**src/rtl/tmr_pkg.sv**
```systemverilog
package tmr_pkg;
  typedef enum logic [2:0] {
    A_CTRL = 3'd0, A_MUX = 3'd1, A_TLO = 3'd2, A_THI = 3'd3,
    A_OV0  = 3'd4, A_OV1 = 3'd5, A_OV2 = 3'd6, A_EVT = 3'd7
  } reg_addr_e;

  localparam int SEL_W   = 3;
  localparam int NUM_SRC = 6;
  // event source indices, equal to selector codes
  localparam int SRC_TPER  = 0;
  localparam int SRC_TCMP1 = 1;
  localparam int SRC_TCMP2 = 2;
  localparam int SRC_OPER  = 3;
  localparam int SRC_OCMP1 = 4;
  localparam int SRC_OCMP2 = 5;

  localparam logic [SEL_W-1:0] MS_CNT  = 3'd0;
  localparam logic [SEL_W-1:0] MS_PER  = 3'd1;
  localparam logic [SEL_W-1:0] MS_CMP1 = 3'd2;
  localparam logic [SEL_W-1:0] MS_CMP2 = 3'd3;
endpackage

```
**src/rtl/tmr_run_sync.sv**
```systemverilog
module tmr_run_sync (
  input  logic clk_i,
  input  logic rst_ni,
  input  logic slow_clk_i,
  input  logic sync_i,
  input  logic run_req_i,
  output logic state_o
);
  logic [2:0] sl_q;  // [0],[1] synchronizer, [2] edge history
  logic       slow_rise;

  assign slow_rise = sl_q[1] & ~sl_q[2];

  always_ff @(posedge clk_i or negedge rst_ni) begin
    if (!rst_ni) begin
      sl_q    <= '0;
      state_o <= 1'b0;
    end else begin
      sl_q <= {sl_q[1:0], slow_clk_i};
      if (!sync_i || slow_rise) state_o <= run_req_i;
    end
  end

  a_r3_immediate: assert property (@(posedge clk_i) disable iff (!rst_ni)
    !sync_i |=> state_o == $past(run_req_i));

  a_r4_hold_without_edge: assert property (@(posedge clk_i) disable iff (!rst_ni)
    (sync_i && !(sl_q[1] && !sl_q[2])) |=> $stable(state_o));
endmodule

```
**src/rtl/tmr_count_core.sv**
```systemverilog
module tmr_count_core
  import tmr_pkg::*;
#(
  parameter int TMR_W = 16,
  parameter int OVF_W = 24
) (
  input  logic               clk_i,
  input  logic               rst_ni,
  input  logic               run_i,
  input  logic [TMR_W-1:0]   tmr_per_i,
  input  logic [TMR_W-1:0]   tmr_cmp1_i,
  input  logic [TMR_W-1:0]   tmr_cmp2_i,
  input  logic [OVF_W-1:0]   ovf_per_i,
  input  logic [OVF_W-1:0]   ovf_cmp1_i,
  input  logic [OVF_W-1:0]   ovf_cmp2_i,
  output logic [TMR_W-1:0]   tmr_cnt_o,
  output logic [OVF_W-1:0]   ovf_cnt_o,
  output logic [NUM_SRC-1:0] evt_o
);
  logic tmr_wrap, ovf_wrap;

  assign tmr_wrap = run_i && (tmr_cnt_o >= tmr_per_i);
  assign ovf_wrap = tmr_wrap && (ovf_cnt_o >= ovf_per_i);

  always_ff @(posedge clk_i or negedge rst_ni) begin
    if (!rst_ni) begin
      tmr_cnt_o <= '0;
      ovf_cnt_o <= '0;
    end else if (run_i) begin
      tmr_cnt_o <= tmr_wrap ? '0 : tmr_cnt_o + 1'b1;
      if (tmr_wrap) ovf_cnt_o <= ovf_wrap ? '0 : ovf_cnt_o + 1'b1;
    end
  end

  always_comb begin
    evt_o            = '0;
    evt_o[SRC_TPER]  = tmr_wrap;
    evt_o[SRC_TCMP1] = run_i && (tmr_cnt_o == tmr_cmp1_i);
    evt_o[SRC_TCMP2] = run_i && (tmr_cnt_o == tmr_cmp2_i);
    evt_o[SRC_OPER]  = ovf_wrap;
    evt_o[SRC_OCMP1] = tmr_wrap && (ovf_cnt_o == ovf_cmp1_i);
    evt_o[SRC_OCMP2] = tmr_wrap && (ovf_cnt_o == ovf_cmp2_i);
  end

  a_r5_count_up: assert property (@(posedge clk_i) disable iff (!rst_ni)
    (run_i && tmr_cnt_o < tmr_per_i) |=> tmr_cnt_o == $past(tmr_cnt_o) + 1'b1);

  a_r5_idle_hold: assert property (@(posedge clk_i) disable iff (!rst_ni)
    !run_i |=> ($stable(tmr_cnt_o) && $stable(ovf_cnt_o)));

  a_r6_ovf_step: assert property (@(posedge clk_i) disable iff (!rst_ni)
    (run_i && tmr_cnt_o >= tmr_per_i && ovf_cnt_o < ovf_per_i)
      |=> ovf_cnt_o == $past(ovf_cnt_o) + 1'b1);
endmodule

```
**src/rtl/tmr_evt_route.sv**
```systemverilog
module tmr_evt_route
  import tmr_pkg::*;
#(
  parameter int NUM_OUT = 2
) (
  input  logic                            clk_i,
  input  logic                            rst_ni,
  input  logic [NUM_SRC-1:0]              src_i,
  input  logic [NUM_OUT-1:0][SEL_W-1:0]   sel_i,
  output logic [NUM_OUT-1:0]              pulse_o
);
  localparam int SEL_N = 1 << SEL_W;

  logic [SEL_N-1:0] src_ext;
  assign src_ext = {{(SEL_N-NUM_SRC){1'b0}}, src_i};  // unused codes read 0

  for (genvar g = 0; g < NUM_OUT; g++) begin : g_out
    logic pulse_q;
    always_ff @(posedge clk_i or negedge rst_ni) begin
      if (!rst_ni) pulse_q <= 1'b0;
      else         pulse_q <= src_ext[sel_i[g]];
    end
    assign pulse_o[g] = pulse_q;

    a_r11_reserved_silent: assert property (@(posedge clk_i) disable iff (!rst_ni)
      (sel_i[g] >= SEL_W'(NUM_SRC)) |=> !pulse_o[g]);

    a_r10_no_idle_source: assert property (@(posedge clk_i) disable iff (!rst_ni)
      (src_i == '0) |=> !pulse_o[g]);
  end
endmodule

```
**src/rtl/tmr_latch_ctrl.sv**
```systemverilog
module tmr_latch_ctrl
  import tmr_pkg::*;
#(
  parameter int TMR_W   = 16,
  parameter int OVF_W   = 24,
  parameter int NUM_OUT = 2
) (
  input  logic               clk_i,
  input  logic               rst_ni,
  input  logic               slow_clk_i,
  input  logic               we_i,
  input  logic               re_i,
  input  logic [2:0]         addr_i,
  input  logic [7:0]         wdata_i,
  output logic [7:0]         rdata_o,
  output logic [NUM_OUT-1:0] evt_o
);
  logic                          run_q, sync_q, lmode_q, state;
  logic [SEL_W-1:0]              tsel_q, osel_q;
  logic [TMR_W-1:0]              tper_q, tcmp1_q, tcmp2_q, tcnt, tval;
  logic [OVF_W-1:0]              oper_q, ocmp1_q, ocmp2_q, ocnt, oval;
  logic [NUM_OUT-1:0][SEL_W-1:0] evsel_q;
  logic [7:0]                    thi_lat_q;
  logic [OVF_W-1:0]              olat_q;
  logic [NUM_SRC-1:0]            src;
  logic                          tb;
  logic [1:0]                    ob;
  logic                          rd_tlo, rd_ov0;
  reg_addr_e                     addr;

  assign addr   = reg_addr_e'(addr_i);
  assign tb     = addr_i[0];      // TLO=2 -> 0, THI=3 -> 1
  assign ob     = addr_i[1:0];    // OV0=4 -> 0 .. OV2=6 -> 2
  assign rd_tlo = re_i && addr == A_TLO && tsel_q == MS_CNT;
  assign rd_ov0 = re_i && addr == A_OV0 && osel_q == MS_CNT;

  // register writes
  always_ff @(posedge clk_i or negedge rst_ni) begin
    if (!rst_ni) begin
      run_q   <= 1'b0;
      sync_q  <= 1'b1;
      lmode_q <= 1'b0;
      tsel_q  <= '0;
      osel_q  <= '0;
      tper_q  <= '1;
      tcmp1_q <= '0;
      tcmp2_q <= '0;
      oper_q  <= '1;
      ocmp1_q <= '0;
      ocmp2_q <= '0;
      evsel_q <= '0;
    end else if (we_i) begin
      case (addr)
        A_CTRL: begin
          run_q   <= wdata_i[0];
          sync_q  <= wdata_i[1];
          lmode_q <= wdata_i[3];
        end
        A_MUX: begin
          tsel_q <= wdata_i[2:0];
          osel_q <= wdata_i[6:4];
        end
        A_TLO, A_THI: begin
          case (tsel_q)
            MS_PER:  tper_q[8*tb +: 8]  <= wdata_i;
            MS_CMP1: tcmp1_q[8*tb +: 8] <= wdata_i;
            MS_CMP2: tcmp2_q[8*tb +: 8] <= wdata_i;
            default: ;
          endcase
        end
        A_OV0, A_OV1, A_OV2: begin
          case (osel_q)
            MS_PER:  oper_q[8*ob +: 8]  <= wdata_i;
            MS_CMP1: ocmp1_q[8*ob +: 8] <= wdata_i;
            MS_CMP2: ocmp2_q[8*ob +: 8] <= wdata_i;
            default: ;
          endcase
        end
        A_EVT: begin
          for (int g = 0; g < NUM_OUT; g++) evsel_q[g] <= wdata_i[4*g +: SEL_W];
        end
        default: ;
      endcase
    end
  end

  // snapshot latches, loaded by low-byte reads
  always_ff @(posedge clk_i or negedge rst_ni) begin
    if (!rst_ni) begin
      thi_lat_q <= '0;
      olat_q    <= '0;
    end else begin
      if (rd_tlo) begin
        thi_lat_q <= tcnt[8 +: 8];
        if (lmode_q) olat_q <= ocnt;
      end
      if (rd_ov0 && !lmode_q) olat_q[OVF_W-1:8] <= ocnt[OVF_W-1:8];
    end
  end

  always_comb begin
    case (tsel_q)
      MS_PER:  tval = tper_q;
      MS_CMP1: tval = tcmp1_q;
      MS_CMP2: tval = tcmp2_q;
      default: tval = '0;
    endcase
    case (osel_q)
      MS_PER:  oval = oper_q;
      MS_CMP1: oval = ocmp1_q;
      MS_CMP2: oval = ocmp2_q;
      default: oval = '0;
    endcase
  end

  always_comb begin
    rdata_o = '0;
    case (addr)
      A_CTRL: rdata_o = {4'b0, lmode_q, state, sync_q, run_q};
      A_MUX:  rdata_o = {1'b0, osel_q, 1'b0, tsel_q};
      A_TLO:  rdata_o = (tsel_q == MS_CNT) ? tcnt[7:0] : tval[7:0];
      A_THI:  rdata_o = (tsel_q == MS_CNT) ? thi_lat_q : tval[15:8];
      A_OV0:  rdata_o = (osel_q != MS_CNT) ? oval[7:0] :
                        (lmode_q ? olat_q[7:0] : ocnt[7:0]);
      A_OV1:  rdata_o = (osel_q == MS_CNT) ? olat_q[15:8]  : oval[15:8];
      A_OV2:  rdata_o = (osel_q == MS_CNT) ? olat_q[23:16] : oval[23:16];
      A_EVT:  for (int g = 0; g < NUM_OUT; g++) rdata_o[4*g +: SEL_W] = evsel_q[g];
      default: ;
    endcase
  end

  tmr_run_sync u_run (
    .clk_i      (clk_i),
    .rst_ni     (rst_ni),
    .slow_clk_i (slow_clk_i),
    .sync_i     (sync_q),
    .run_req_i  (run_q),
    .state_o    (state)
  );

  tmr_count_core #(.TMR_W(TMR_W), .OVF_W(OVF_W)) u_core (
    .clk_i      (clk_i),
    .rst_ni     (rst_ni),
    .run_i      (state),
    .tmr_per_i  (tper_q),
    .tmr_cmp1_i (tcmp1_q),
    .tmr_cmp2_i (tcmp2_q),
    .ovf_per_i  (oper_q),
    .ovf_cmp1_i (ocmp1_q),
    .ovf_cmp2_i (ocmp2_q),
    .tmr_cnt_o  (tcnt),
    .ovf_cnt_o  (ocnt),
    .evt_o      (src)
  );

  tmr_evt_route #(.NUM_OUT(NUM_OUT)) u_route (
    .clk_i   (clk_i),
    .rst_ni  (rst_ni),
    .src_i   (src),
    .sel_i   (evsel_q),
    .pulse_o (evt_o)
  );

  a_r7_hi_latch_held: assert property (@(posedge clk_i) disable iff (!rst_ni)
    !rd_tlo |=> $stable(thi_lat_q));

  a_r8_split_latch: assert property (@(posedge clk_i) disable iff (!rst_ni)
    (rd_ov0 && !lmode_q) |=> olat_q[OVF_W-1:8] == $past(ocnt[OVF_W-1:8]));

  a_r9_joint_latch: assert property (@(posedge clk_i) disable iff (!rst_ni)
    (rd_tlo && lmode_q) |=> (olat_q == $past(ocnt) && thi_lat_q == $past(tcnt[15:8])));
endmodule

```
**config.mk**
```make
export PLATFORM = sky130hd
export DESIGN_NAME = tmr_latch_ctrl
export DESIGN_NICKNAME = d
export VERILOG_FILES = /design/src/rtl/tmr_pkg.sv /design/src/rtl/tmr_run_sync.sv /design/src/rtl/tmr_count_core.sv /design/src/rtl/tmr_evt_route.sv /design/src/rtl/tmr_latch_ctrl.sv
export SDC_FILE = /design/constraint.sdc
export NUM_CORES = 1
export LEC_CHECK = 0
export BUFFER_PORTS_ARGS = -buffer_cell sky130_fd_sc_hd__buf_4
export CAP_MARGIN = 20
export CORE_MARGIN = 8
export CORE_UTILIZATION = 45
export DETAILED_ROUTE_END_ITERATION = 7
export SYNTH_ARGS = -nofsm -noshare
export SYNTH_HDL_FRONTEND = slang
export SYNTH_SLANG_ARGS = --single-unit
```
**constraint.sdc**
```tcl
create_clock -name clk_i -period 3.65 [get_ports clk_i]
set_input_delay 0.365 -clock clk_i [delete_from_list [all_inputs] [get_ports clk_i]]
set_output_delay 0.365 -clock clk_i [all_outputs]
set_load 0.02 [all_outputs]
```
==> flow_metrics.tcl <==
set metrics [dict create \
    clock_latency_ps 530 \
    holdBufCountCts 2 \
    worst_slew_pin_slew_ps 881.8 \
    vias 9655 \
    dr.pass1.iters 5 \
    cts_buffers 25 \
    cts_tree "done" \
    skew_ps 9.225 \
    gr-usage-all-layers_pct 23.40 \
    status "finished clean" \
    nets 1310 \
    hold_path.class "in2reg" \
    overflow 0 \
    synth_top_area_cell "dfrtp_1" \
    synth_ff_type "dfrtp_1" \
    power_per_cell_area_nw_per_um2 520.0 \
    drc 0 \
    cp-start-kind "flop" \
    drtIter0Drc 834 \
    maxCapViolCount 0 \
    pin_count 26 \
    n_antenna_cell 0 \
    rsz0062_at_grt "false" \
    ys_warn_count 0 \
    port_buffers 25 \
    synth_seq_area_share_pct 43.95 \
    synth_edf_count 0 \
    yosysTopAreaCellShare_pct 35.15 \
    htreeDepth 1 \
    hpwl_um 27970 \
    grt_pass1_vias 9781 \
    ys_seq_elements 213 \
    cts-root-buf "clkbuf_16" \
    grt_max_degree 113 \
    wl_per_cell_um 23.99 \
    die_w_um 181.0 \
    synth.top_cells.by_area "dfrtp_1 (35%), dfstp_2 (8.8%), mux2_2 (8.4%)" \
    final_common_cell "nand2_1" \
    cts_resized 0 \
    power_w 0.007115 \
    synth_nets 1302 \
    core_um2 26800 \
    area_growth_pct 11.75 \
    synth_cells 1238 \
    wirelength_um 38500 \
    relSlewSlack_pct 41.21 \
    holdWs_ps 193.0 \
    slew_viol_final 0 \
    synth_cell_types 74 \
    grt_pass1_wl_um 59790 \
    timing.fmax_ghz 0.2942 \
    die_y_um 181.0 \
    postSynthAreaPerCell_um2 9.890 \
    start_util_pct 45.69 \
    cp_max_fo 12 \
    post-route-period-util_pct 93.13 \
    critPathArrivalTime_ps 3030 \
    fin_tns_setup_ps 0 \
    most-common-layout-cells "nand2_1 (173), dfrtp_1 (172), o21ai_0 (107)" \
    min_period_ps 3399 \
    hold_viol_final 0 \
    cellLeakagePower_nw 6.108 \
    ant_nets 0 \
    peakVddDrop_mv 0.4805 \
    cp-end-kind "output pin" \
    place.gp.congestion 0.8998 \
    async_reset_ff_share_pct 100.0 \
    drive_gt1_share_pct 20.57 \
    clock_tree.buffer_depth 3 \
    worst_ep_required_time_ps 3280 \
    critPathKind "reg2out" \
    die_area_um2 32740 \
    clock_sinks 213 \
    antenna_found_initial 0 \
    syn_area_um2 12240 \
    post-cts-setup-buffers 0 \
    vias_per_cell 6.016 \
    path_clk_slew_ps 60 \
    setup_viol 0 \
    rows 60 \
]
[flip-flops by register name, indices dropped and copies added, names as in the netlist]
| name | count |
|---|---|
| tsel_q | 3 |
| lmode_q | 1 |
| oper_q | 24 |
| olat_q | 24 |
| osel_q | 3 |
| thi_lat_q | 8 |
| tcmp1_q | 16 |
| ocmp2_q | 24 |
| u_core.tmr_cnt_o | 16 |
| ocmp1_q | 24 |
| evsel_q | 6 |
| run_q | 1 |
| u_route.g_out.pulse_q | 2 |
| u_core.ovf_cnt_o | 24 |
| tper_q | 16 |
| sync_q | 1 |
| u_run.sl_q | 3 |
| u_run.state_o | 1 |
| tcmp2_q | 16 |
[layout make-up]
| type | count | area, um^2 |
|---|---|---|
| fillers | 2461 | 13120 |
| multi-input cells | 877 | 6259 |
| flip-flops and latches | 213 | 5381 |
| clock buffers | 36 | 706.9 |
| repair buffers | 67 | 528.0 |
| well taps | 341 | 426.7 |
| inverters | 62 | 232.7 |
| clock inverters | 9 | 148.9 |
[worst max-delay path: stages, from the launching register on]
cell and delay [ps]:
dfrtp_1 470, inv_1 130, and3_1 390, buf_4 260, a22oi_1 210, nand2_1 100, a221oi_1 460, a21oi_1 110
a21o_1 210, buf_4 160
[stage by stage]
stage	instance area [um^2]	instances	worst slack, ps	util (%)
after floorplan	12240	1238	1069	-
after global placement	12810	1558	673.0	47.79
after detailed placement	12810	1558	665.3	47.79
after CTS	13680	1605	285.6	51.06
after global routing	13680	1605	148.5	51.06
final	13680	1605	250.6	51.06
[where the power goes]
group / internal, W / switching [W] / total, W
clock: 0.00162 / 0.00101 / 0.00263
combinational: 0.000624 / 0.000884 / 0.00151
sequential: 0.00266 / 0.000312 / 0.00297
[Yosys cell counts, types with 24 or more instances]
| cell | n |
|---|---|
| a21oi_1 | 26 |
| a22oi_1 | 59 |
| clkbuf_1 | 56 |
| dfrtp_1 | 172 |
| dfstp_2 | 41 |
| ha_1 | 48 |
| inv_1 | 62 |
| mux2_2 | 91 |
| nand2_1 | 173 |
| nand3_1 | 24 |
| nand4_1 | 24 |
| nor2_1 | 42 |
| o21ai_0 | 107 |
| xnor2_1 | 53 |
| xor2_1 | 41 |
[cell families (layout without fill, tap and decap cells)]
logic type / Yosys count / count (layout) / synth area share (%)
AND/OR/NAND/NOR: 343 / 343 / 13.38
AO/OA/AOI/OAI: 284 / 284 / 15.71
flip-flops: 213 / 213 / 43.95
buffers and inverters: 148 / 174 / 5.068
multiplexers: 108 / 108 / 10.27
XOR/XNOR: 94 / 94 / 6.724
adder cells (fa/ha/maj): 48 / 48 / 4.905
[final timing paths]
check                                        startpoint                            endpoint  slack, ps  depth (start not counted)
worst max-delay path              tsel_q[2]$_DFFE_PN0P_                          rdata_o[6]        250                          9
worst min-delay path                         wdata_i[7]               tper_q[7]$_DFFE_PN1P_        190                          3
worst max register to register   oper_q[11]$_DFFE_PN1P_  u_route.g_out[1].pulse_q$_DFF_PN0_        650                          9
worst min register to register  u_run.sl_q[0]$_DFF_PN0_             u_run.sl_q[1]$_DFF_PN0_        350                          0
max in group asynchronous                        rst_ni              oper_q[19]$_DFFE_PN1P_       2260                          3
min in group asynchronous                        rst_ni             ocmp2_q[18]$_DFFE_PN0P_        490                          2
[layer usage]
layer	GRT usage [%]	wire, um	up-vias	share of wire, %
met5	0	0	-	0
met4	10.30	1785	0	4.6
met3	3.310	2135	98	5.5
met2	38.99	18310	342	48
met1	29.97	16270	4803	42
li1	-	-	4412	-
No activity file was read; power rests on OpenSTA's default activity.
